## src/rtl/sar_seq_pkg.sv

```systemverilog
package sar_seq_pkg;

    typedef enum logic [1:0] {
        ST_IDLE   = 2'd0,
        ST_ARMED  = 2'd1,
        ST_RUN    = 2'd2,
        ST_SETTLE = 2'd3
    } sar_state_e;

endpackage

```

## src/rtl/sar_tick_gen.sv

```systemverilog
module sar_tick_gen #(
    parameter int DIV = 4
) (
    input  logic clk,
    input  logic rst_n,
    input  logic run_i,
    input  logic ext_sel_i,
    input  logic ext_tick_i,
    input  logic inhibit_i,
    output logic tick_o
);
    localparam int CW = (DIV > 1) ? $clog2(DIV) : 1;
    localparam logic [CW-1:0] LAST = CW'(DIV - 1);

    logic [CW-1:0] cnt;
    logic          int_tick;

    // Divider only advances while running and not inhibited.
    always_ff @(posedge clk or negedge rst_n) begin
        if (!rst_n) begin
            cnt <= '0;
        end else if (!run_i) begin
            cnt <= '0;
        end else if (!inhibit_i) begin
            cnt <= (cnt == LAST) ? '0 : cnt + 1'b1;
        end
    end

    assign int_tick = (cnt == LAST);
    assign tick_o   = run_i & ~inhibit_i & (ext_sel_i ? ext_tick_i : int_tick);

    // inhibit blocks every tick source
    p_inhibit_blocks_r11: assert property (@(posedge clk) disable iff (!rst_n)
        inhibit_i |-> !tick_o);

    // internal ticks are never back to back
    p_int_tick_gap_r12: assert property (@(posedge clk) disable iff (!rst_n)
        (tick_o && !ext_sel_i) |=> (ext_sel_i || !tick_o));

endmodule

```

## src/rtl/sar_step_fsm.sv

```systemverilog
module sar_step_fsm
    import sar_seq_pkg::*;
#(
    parameter int W  = 12,
    parameter int RW = 4,
    parameter int IW = 4
) (
    input  logic          clk,
    input  logic          rst_n,
    input  logic          start_i,
    input  logic [RW-1:0] res_bits_i,
    input  logic          tick_i,
    output logic          busy_o,
    output logic          run_o,
    output logic          load_o,
    output logic          decide_o,
    output logic [IW-1:0] dec_idx_o,
    output logic          clr_next_o
);
    sar_state_e    state, next_state;
    logic          start_q;
    logic          start_edge;
    logic [RW-1:0] step;
    logic [RW-1:0] nbits;
    logic [RW-1:0] nbits_eff;

    assign start_edge = start_i & ~start_q;
    assign nbits_eff  = ((res_bits_i == '0) || (int'(res_bits_i) > W)) ? RW'(W) : res_bits_i;

    // State register
    always_ff @(posedge clk or negedge rst_n) begin
        if (!rst_n) begin
            state <= ST_IDLE;
        end else begin
            state <= next_state;
        end
    end

    // Step counter, sampled resolution and request history
    always_ff @(posedge clk or negedge rst_n) begin
        if (!rst_n) begin
            start_q <= 1'b0;
            step    <= '0;
            nbits   <= RW'(W);
        end else begin
            start_q <= start_i;
            if (load_o) begin
                step  <= '0;
                nbits <= nbits_eff;
            end else if (run_o && tick_i) begin
                step <= step + 1'b1;
            end
        end
    end

    // Next state and outputs
    always_comb begin
        next_state = state;
        busy_o     = 1'b1;
        run_o      = 1'b0;
        load_o     = 1'b0;
        decide_o   = 1'b0;
        unique case (state)
            ST_IDLE: begin
                busy_o = 1'b0;
                if (start_edge) begin
                    load_o     = 1'b1;
                    next_state = ST_ARMED;
                end
            end
            ST_ARMED: begin
                if (!start_i) next_state = ST_RUN;
            end
            ST_RUN: begin
                run_o = 1'b1;
                if (tick_i && (step != '0)) decide_o = 1'b1;
                if (tick_i && (step == nbits)) next_state = ST_SETTLE;
            end
            ST_SETTLE: begin
                next_state = ST_IDLE;
            end
        endcase
    end

    assign dec_idx_o  = IW'(W - int'(step));
    assign clr_next_o = (step != nbits);

    // a running conversion never returns to the armed state
    p_no_rearm_r10: assert property (@(posedge clk) disable iff (!rst_n)
        (state == ST_RUN) |=> (state == ST_RUN || state == ST_SETTLE));

    // data hold lasts exactly one cycle
    p_settle_once_r6: assert property (@(posedge clk) disable iff (!rst_n)
        (state == ST_SETTLE) |=> (state == ST_IDLE));

    // the step count never passes the sampled resolution
    p_step_bound_r8: assert property (@(posedge clk) disable iff (!rst_n)
        (state == ST_RUN) |-> (step <= nbits));

endmodule

```

## src/rtl/sar_trial_reg.sv

```systemverilog
module sar_trial_reg #(
    parameter int W  = 12,
    parameter int IW = 4
) (
    input  logic          clk,
    input  logic          rst_n,
    input  logic          load_i,
    input  logic          decide_i,
    input  logic [IW-1:0] idx_i,
    input  logic          clr_next_i,
    input  logic          cmp_hi_i,
    output logic [W-1:0]  q_o
);
    localparam logic [W-1:0] INIT = {1'b0, {(W-1){1'b1}}};

    always_ff @(posedge clk or negedge rst_n) begin
        if (!rst_n) begin
            q_o <= '1;
        end else if (load_i) begin
            q_o <= INIT;
        end else if (decide_i) begin
            for (int i = 0; i < W; i++) begin
                if (i == int'(idx_i)) begin
                    q_o[i] <= cmp_hi_i;
                end else if (clr_next_i && (i + 1 == int'(idx_i))) begin
                    q_o[i] <= 1'b0;
                end
            end
        end
    end

    // a decision touches at most the decided bit and its successor
    p_two_bits_max_r4: assert property (@(posedge clk) disable iff (!rst_n)
        decide_i |=> ($countones(q_o ^ $past(q_o)) <= 2));

    // without load or decision the word holds
    p_hold_r11: assert property (@(posedge clk) disable iff (!rst_n)
        (!load_i && !decide_i) |=> $stable(q_o));

endmodule

```

## src/rtl/sar_seq_ctrl.sv

```systemverilog
module sar_seq_ctrl #(
    parameter int W   = 12,
    parameter int DIV = 4,
    localparam int RW = $clog2(W + 1)
) (
    input  logic          clk,
    input  logic          rst_n,
    input  logic          start_i,
    input  logic          cmp_hi_i,
    input  logic          ext_sel_i,
    input  logic          ext_tick_i,
    input  logic          inhibit_i,
    input  logic [RW-1:0] res_bits_i,
    output logic          busy_o,
    output logic          gclk_o,
    output logic [W-1:0]  trial_o,
    output logic          msb_n_o
);
    localparam int IW = (W > 1) ? $clog2(W) : 1;

    logic          run;
    logic          tick;
    logic          load;
    logic          decide;
    logic [IW-1:0] dec_idx;
    logic          clr_next;

    sar_tick_gen #(.DIV(DIV)) u_tick (
        .clk        (clk),
        .rst_n      (rst_n),
        .run_i      (run),
        .ext_sel_i  (ext_sel_i),
        .ext_tick_i (ext_tick_i),
        .inhibit_i  (inhibit_i),
        .tick_o     (tick)
    );

    sar_step_fsm #(.W(W), .RW(RW), .IW(IW)) u_fsm (
        .clk        (clk),
        .rst_n      (rst_n),
        .start_i    (start_i),
        .res_bits_i (res_bits_i),
        .tick_i     (tick),
        .busy_o     (busy_o),
        .run_o      (run),
        .load_o     (load),
        .decide_o   (decide),
        .dec_idx_o  (dec_idx),
        .clr_next_o (clr_next)
    );

    sar_trial_reg #(.W(W), .IW(IW)) u_trial (
        .clk        (clk),
        .rst_n      (rst_n),
        .load_i     (load),
        .decide_i   (decide),
        .idx_i      (dec_idx),
        .clr_next_i (clr_next),
        .cmp_hi_i   (cmp_hi_i),
        .q_o        (trial_o)
    );

    assign gclk_o  = tick;
    assign msb_n_o = ~trial_o[W-1];

    // no gated tick outside a conversion
    p_idle_tick_low_r7: assert property (@(posedge clk) disable iff (!rst_n)
        !busy_o |-> !gclk_o);

    // first trial pattern is present as busy rises
    p_init_pattern_r2: assert property (@(posedge clk) disable iff (!rst_n)
        $rose(busy_o) |-> (trial_o == {1'b0, {(W-1){1'b1}}}));

    // result is already stable when busy falls
    p_data_before_drop_r6: assert property (@(posedge clk) disable iff (!rst_n)
        $fell(busy_o) |-> $stable(trial_o));

endmodule

```

## config.mk

```make
export PLATFORM = sky130hd
export DESIGN_NAME = sar_seq_ctrl
export DESIGN_NICKNAME = d
export VERILOG_FILES = /design/src/rtl/sar_seq_pkg.sv /design/src/rtl/sar_tick_gen.sv /design/src/rtl/sar_step_fsm.sv /design/src/rtl/sar_trial_reg.sv /design/src/rtl/sar_seq_ctrl.sv
export SDC_FILE = /design/constraint.sdc
export NUM_CORES = 1
export LEC_CHECK = 0
export ABC_AREA = 0
export BUFFER_PORTS_ARGS = -buffer_cell sky130_fd_sc_hd__buf_2
export CAP_MARGIN = 30
export CORE_AREA = 2 2 50 98
export DETAILED_ROUTE_END_ITERATION = 7
export DIE_AREA = 0 0 52 100
export HOLD_SLACK_MARGIN = 0.03
export PLACE_DENSITY = 0.62
export SLEW_MARGIN = 25
export SYNTH_ARGS = -nofsm -noshare
export SYNTH_HDL_FRONTEND = slang
export SYNTH_SLANG_ARGS = --single-unit
export TNS_END_PERCENT = 100
```

## constraint.sdc

```tcl
create_clock -name clk -period 1.82 [get_ports clk]
set_input_delay 0.364 -clock clk [delete_from_list [all_inputs] [get_ports clk]]
set_output_delay 0.364 -clock clk [all_outputs]
set_load 0.01 [all_outputs]
```

-- Word level (Yosys, flattened, before mapping)
Index checks and enable logic that the tools add are counted.
- bitwise operators: 6
- equality and inequality tests: 22
- $lt $le $gt $ge: 1
- reduce and logical (&&, ||, !) cells: 47
- add/subtract/negate cells: 3
- mux-type cells: 43
- operator list (operator ; number):
    nonzero test 3 bit ; 12
    == test 4 bit, first input constant ; 8
    2-to-1 mux 1 bit ; 31
    2-to-1 mux 12 bit ; 2
    AND reduction 2 bit ; 12
    logical AND 1 bit ; 15
    == test 3 x 4 -> 1 bit, first input constant ; 3
    2-to-1 mux 2 bit ; 6
    2-to-1 mux 4 bit ; 3
    logical NOT 4 bit ; 2
    case mux 2 bit (4 select lines) ; 1
    == test 2 bit, second input constant ; 3
    adder 4 x 1 -> 4 bit, second input constant ; 1
    == test 2 x 4 -> 1 bit, first input constant ; 1
    == test 4 bit ; 1
    > comparator 4 bit, second input constant ; 1
    != test 2 x 1 -> 1 bit, second input constant ; 2
    != test 2 bit, second input constant ; 2
    != test 4 bit ; 1
    nonzero test 2 bit ; 2
    nonzero test 4 bit ; 1
    subtractor 4 bit, first input constant ; 1
    bitwise AND 1 bit ; 3
    inverter 1 bit ; 3
    5 further kinds ; 5
- word-level logic and storage cells: 139
- bits in registers: 25

-- Depth between registers and ports, before layout
- depth in word-level cells: 9
- gate-level depth with buffers: 8

-- Modules after synthesis
A second synthesis with hierarchy kept.
- cells, all modules: 161
- area total of the unflattened synthesis: 1527.7 µm²
- by module, submodules not included (module ; instances ; area each (µm²) ; sequential area each (µm²) ; cells an instance):
    sar_step_fsm ; 1 ; 708.2 ; 277.8 ; 77
    sar_trial_reg ; 1 ; 704.4 ; 315.3 ; 74
    sar_tick_gen ; 1 ; 111.4 ; 50.0 ; 9
    sar_seq_ctrl ; 1 ; 3.8 ; 0.0 ; 1

-- Least setup slack after synthesis
Ideal clock, no wire load.
- path type: flip-flop to flip-flop
- start point: register u_fsm.step[0]
- end point: register u_trial.q_o[4]
- slack: -94 ps
- stages on the path, launching flop included: 9
- arrival: 1831 ps
- library setup time: 84 ps
- clock period less this slack: 1914 ps
- path through: dfrtp_1 > inv_1 > ha_1 > buf_1 > nor2b_1 > a32o_1 > and2_4 > o21ai_0 > a221o_1
- word-level cells in the longest chain between the ends: 6
- elaborated cells on any way between the ends: 15
- ends and longest elaborated chain (what ; line ; text):
    start: declaration ; sar_step_fsm.sv:23 ; logic [RW-1:0] step;
    start signal: assignment ; sar_step_fsm.sv:51 ; step <= step + 1'b1;
    branches (longest 6 deep; another with subtractor 4 bit) ; n/a ;
    end signal: indexed assignment ; sar_trial_reg.sv:24 ; q_o[i] <= cmp_hi_i;
    end: declaration ; sar_trial_reg.sv:12 ; output logic [W-1:0] q_o
Parallel ways; which one is timed is not known. The select of a mux whose other input is x is not followed.
A chain may end at the register's enable or synchronous reset.

-- Worst setup path in the final report
- start point: register u_tick.cnt[0]
- end point: output port gclk_o
- word-level cells in the longest chain between the ends: 3
- ends and longest elaborated chain (what ; line ; text):
    start: declaration ; sar_tick_gen.sv:15 ; logic [CW-1:0] cnt;
    start signal: assignment ; sar_tick_gen.sv:25 ; cnt <= (cnt == LAST) ? '0 : cnt + 1'b1;
    == test 2 bit ; sar_tick_gen.sv:29 ; assign int_tick = (cnt == LAST);
    2-to-1 mux 1 bit ; sar_tick_gen.sv:30 ; assign tick_o = run_i & ~inhibit_i & (ext_sel_i ? ext_tick_i : int_tick);
    bitwise AND 1 bit ; sar_tick_gen.sv:30 ;
    end: declaration ; sar_seq_ctrl.sv:15 ; output logic gclk_o,
Every way passes these cells.

==> impl_metrics.yaml <==
outcome:
  run_status: "complete, but fails checks"
  failing_checks: "setup timing"
finish:
  drive_gt1_share_pct: 44.3
  finalNetCount: 224
  n_antenna_cell: 0
  final_core_util_pct: 43.9
  area_growth_syn_to_layout_pct: 32.1
  non_filler_cells_final: 256
routing:
  routed-via-count: 1279
  total_wire_length_mm: 3.51
  post-route-drc-count: 0
  drt-initial-drc-count: 22
  wire_per_inst_um: 13.7
  detailed_routing_iteration_count_for_the_pre_antenna_repair_pass: 6
  viasPerCell: 5.00
  antenna_violating_nets_remaining: 0
pwr:
  worst_ir_drop_vdd_v: 0.000740
  power.density_cell_area_nw_per_um2: 1270
  leakagePower_nw: 0.905
logic_synthesis:
  post_synth_top_area_share_pct: 24.5
  ys_seq_area_share_pct: 42.9
  synth.most_common_cell: "sky130_fd_sc_hd__nand2_1"
  synth_compound_gate_area_share_pct: 20.1
  synth_adder_area_share_pct: 9.18
  synth_warnings: 0
  synth_area_um2: 1500
  post_synthesis_cell_type_count: 38
  syn-mean-instance-area_um2: 9.93
  mappedNetlistNets: 173
  post_synth_inst_count: 151
  share_of_synthesized_area_spent_on_multiplexers_pct: 2.17
  yosys_register_bits: 25
  synth_top_family_by_area: "compound AO/OA/AOI/OAI gates"
  synth_area_in_simple_gates_pct: 17.9
  synthTopCellsByCount: "sky130_fd_sc_hd__nand2_1, sky130_fd_sc_hd__dfstp_2, sky130_fd_sc_hd__o21ai_0"
  netlist.top_cell.by_area: "sky130_fd_sc_hd__dfstp_2"
  synthTopCellsByArea: "sky130_fd_sc_hd__dfstp_2, sky130_fd_sc_hd__dfrtp_1, sky130_fd_sc_hd__ha_1"
  synthXorXnorAreaFrac_pct: 4.09
  synth_flop_cell: "sky130_fd_sc_hd__dfstp_2"
  count_of_flip_flops_with_a_built_in_enable_after_synthesis: 0
  ys_async_sr_fraction_pct: 100
critical_path:
  timing.critical_path.slowest_cell_delay_ns: 0.40
  cp.buffers_inverters: 3
  library_cell_appearing_most_often_on_the_critical_path: "sky130_fd_sc_hd__buf_6"
  timing_worst_setup_path_type: "flip-flop to output pin"
  worst-r2r-setup-slack_ns: -0.03
  arrival_ns: 1.49
  critical-path-top-delay-family: "flip-flops"
  r2r_end: "u_trial.q_o[3]"
  worst_ep_required_time_ns: 1.46
  worstReg2RegStart: "u_tick.cnt[0]"
  crit_chain: "ha_2, mux2_4, nand2_4, inv_4, buf_6, buf_6"
  crit_slowest_cell: "sky130_fd_sc_hd__dfrtp_1"
  ff2ff_path_depth: 8
  cp-start-kind: "flip-flop"
  worst_setup_end_kind: "output pin"
  worstPathMaxFanout: 4
floorplan:
  std_cell_rows: 35
  die_height_um: 100
  die_x_um: 52
  dieArea_um2: 5200
  core_area_um2: 4510
  floorplan.initialDensity_pct: 33.2
  num_io_pins: 26
sta:
  grt_setup_unrepaired: "true"
  fin_setup_tns_ns: -0.0634
  timing.final.setup_violations: 2
  fin_ws_ns: -0.0365
  final_hold_fails: 0
  final_max_slew_viol_count: 0
  time_the_worst_path_needs_with_i_o_delays_and_setup_ns: 1.86
  finalHoldWorstSlack_ns: 0.0748
  fmax_mhz: 539
  finClkSkew_ns: 0.00455
  period_share_pct: 102
  timing.max_slew.rel_slack_pct: 62.2
  actual_transition_at_the_worst_max_transition_pin_ns: 0.566
placed_design:
  place_congestion: 0.849
  dpl_worst_slack_ns: -0.00192
  place_hpwl_mm: 2.51
  port_buffers: 25
  place_inst: 241
global_routing:
  first_global_vias: 1315
  global_route.overflow_total: 0
  grt_pass1_wl_mm: 6.00
  antenna_found_initial: 0
  track_usage_pct: 14.8
  grt_start_max_net_pins: 26
worst_hold_path:
  timing.hold.worst.class: "input pin to async pin"
clock_tree:
  cts_sinks: 25
  clk_transition_reported_paths_ns: 0.09
  ctsLongestPathBuffers: 2
  clock_insertion_delay_worst_skew_ns: 0.27
  maximum_level_of_the_cts_h_tree: 1
  cts_tree: "done"
  root_buffer: "sky130_fd_sc_hd__clkbuf_8"
  cts_made_buffers: 3
flow_run:
  timing.max_cap.violations: 0
==> what timing repair did <==
action / CTS / global route
pin swaps: 2 / 6
hold buffers: 0 / 0
gates resized for setup: 11 / 8
buffers inserted: 3 / 9
endpoints found under the setup margin: 5 / 13
==> how the worst max path moves through the flow <==
| stage | from | depth (start not counted) | end |
|---|---|---|---|
| global placement | u_tick.cnt[0] | 7 | u_trial.q_o[7] |
| detailed placement | u_tick.cnt[0] | 7 | u_trial.q_o[7] |
| floorplan | u_fsm.step[0] | 8 | u_trial.q_o[4] |
| CTS | u_tick.cnt[1] | 6 | gclk_o |
| global route | u_tick.cnt[0] | 8 | u_trial.q_o[3] |
| finish | u_tick.cnt[0] | 6 | gclk_o |
==> cells in the final DEF, fill, tap and decap left out, types with 2 or more instances in the layout <==
master                     count
sky130_fd_sc_hd__nand3_1       3
sky130_fd_sc_hd__nand2_1      18
sky130_fd_sc_hd__buf_6         2
sky130_fd_sc_hd__buf_2        24
sky130_fd_sc_hd__a32oi_1       2
sky130_fd_sc_hd__a21o_1        2
sky130_fd_sc_hd__ha_1          9
sky130_fd_sc_hd__inv_1         5
sky130_fd_sc_hd__a21oi_1       2
sky130_fd_sc_hd__dfrtp_2       2
sky130_fd_sc_hd__clkbuf_8      3
sky130_fd_sc_hd__nor2b_1       4
sky130_fd_sc_hd__o21ai_0      13
sky130_fd_sc_hd__dfstp_2      14
sky130_fd_sc_hd__nor2_1        6
sky130_fd_sc_hd__nor3_1        4
sky130_fd_sc_hd__and2_4        2
sky130_fd_sc_hd__dfrtp_1       9
sky130_fd_sc_hd__and2_1        7
sky130_fd_sc_hd__buf_4        25
sky130_fd_sc_hd__xnor2_1       6
sky130_fd_sc_hd__a221o_1      11
==> state kept, by name, indices dropped and copies added, names as in the netlist <==
| name | cells |
|---|---|
| u_tick.cnt | 2 |
| u_fsm.nbits | 4 |
| u_trial.q_o | 12 |
| u_fsm.start_q | 1 |
| u_fsm.state | 2 |
| u_fsm.step | 4 |
==> through the flow <==
stage / power, mW / instance area (µm²)
after floorplan: 1.63 / 1500
after global placement: 2.02 / 1780
after detailed placement: 2.05 / 1780
after CTS: 2.43 / 1880
after global routing: 2.71 / 1980
final: 2.52 / 1980
==> report_power, final <==
part	total (mW)	internal (mW)	switching, mW	leakage, nW
Combinational	1.29	0.652	0.642	0.595
Sequential	0.888	0.771	0.118	0.287
Clock	0.336	0.157	0.179	0.0228
Total	2.52	1.58	0.938	0.905
==> layout make-up <==
type	instances	area, µm²
well taps	55	68.8
flip-flops and latches	25	646
multi-input cells	114	862
clock buffers	4	45.0
inverters	7	28.8
fillers	441	2530
repair buffers	51	330
==> routing by layer <==
layer / GRT usage [%] / vias up / share of wire (%)
met4: 6.07 / 0 / 1.3
li1: - / 641 / -
met5: 0 / - / 0
met2: 23.3 / 35 / 49
met3: 1.49 / 5 / 3.9
met1: 20.4 / 598 / 46
==> logic make-up (layout without fill, tap and decap cells) <==
family / after synthesis / in the layout
mux: 3 / 3
xor+xnor: 7 / 7
fa+ha+maj: 11 / 11
buf+inv: 12 / 62
simple gates: 53 / 53
compound gates: 40 / 40
flops: 25 / 25
(Power assumes the default switching activity.)
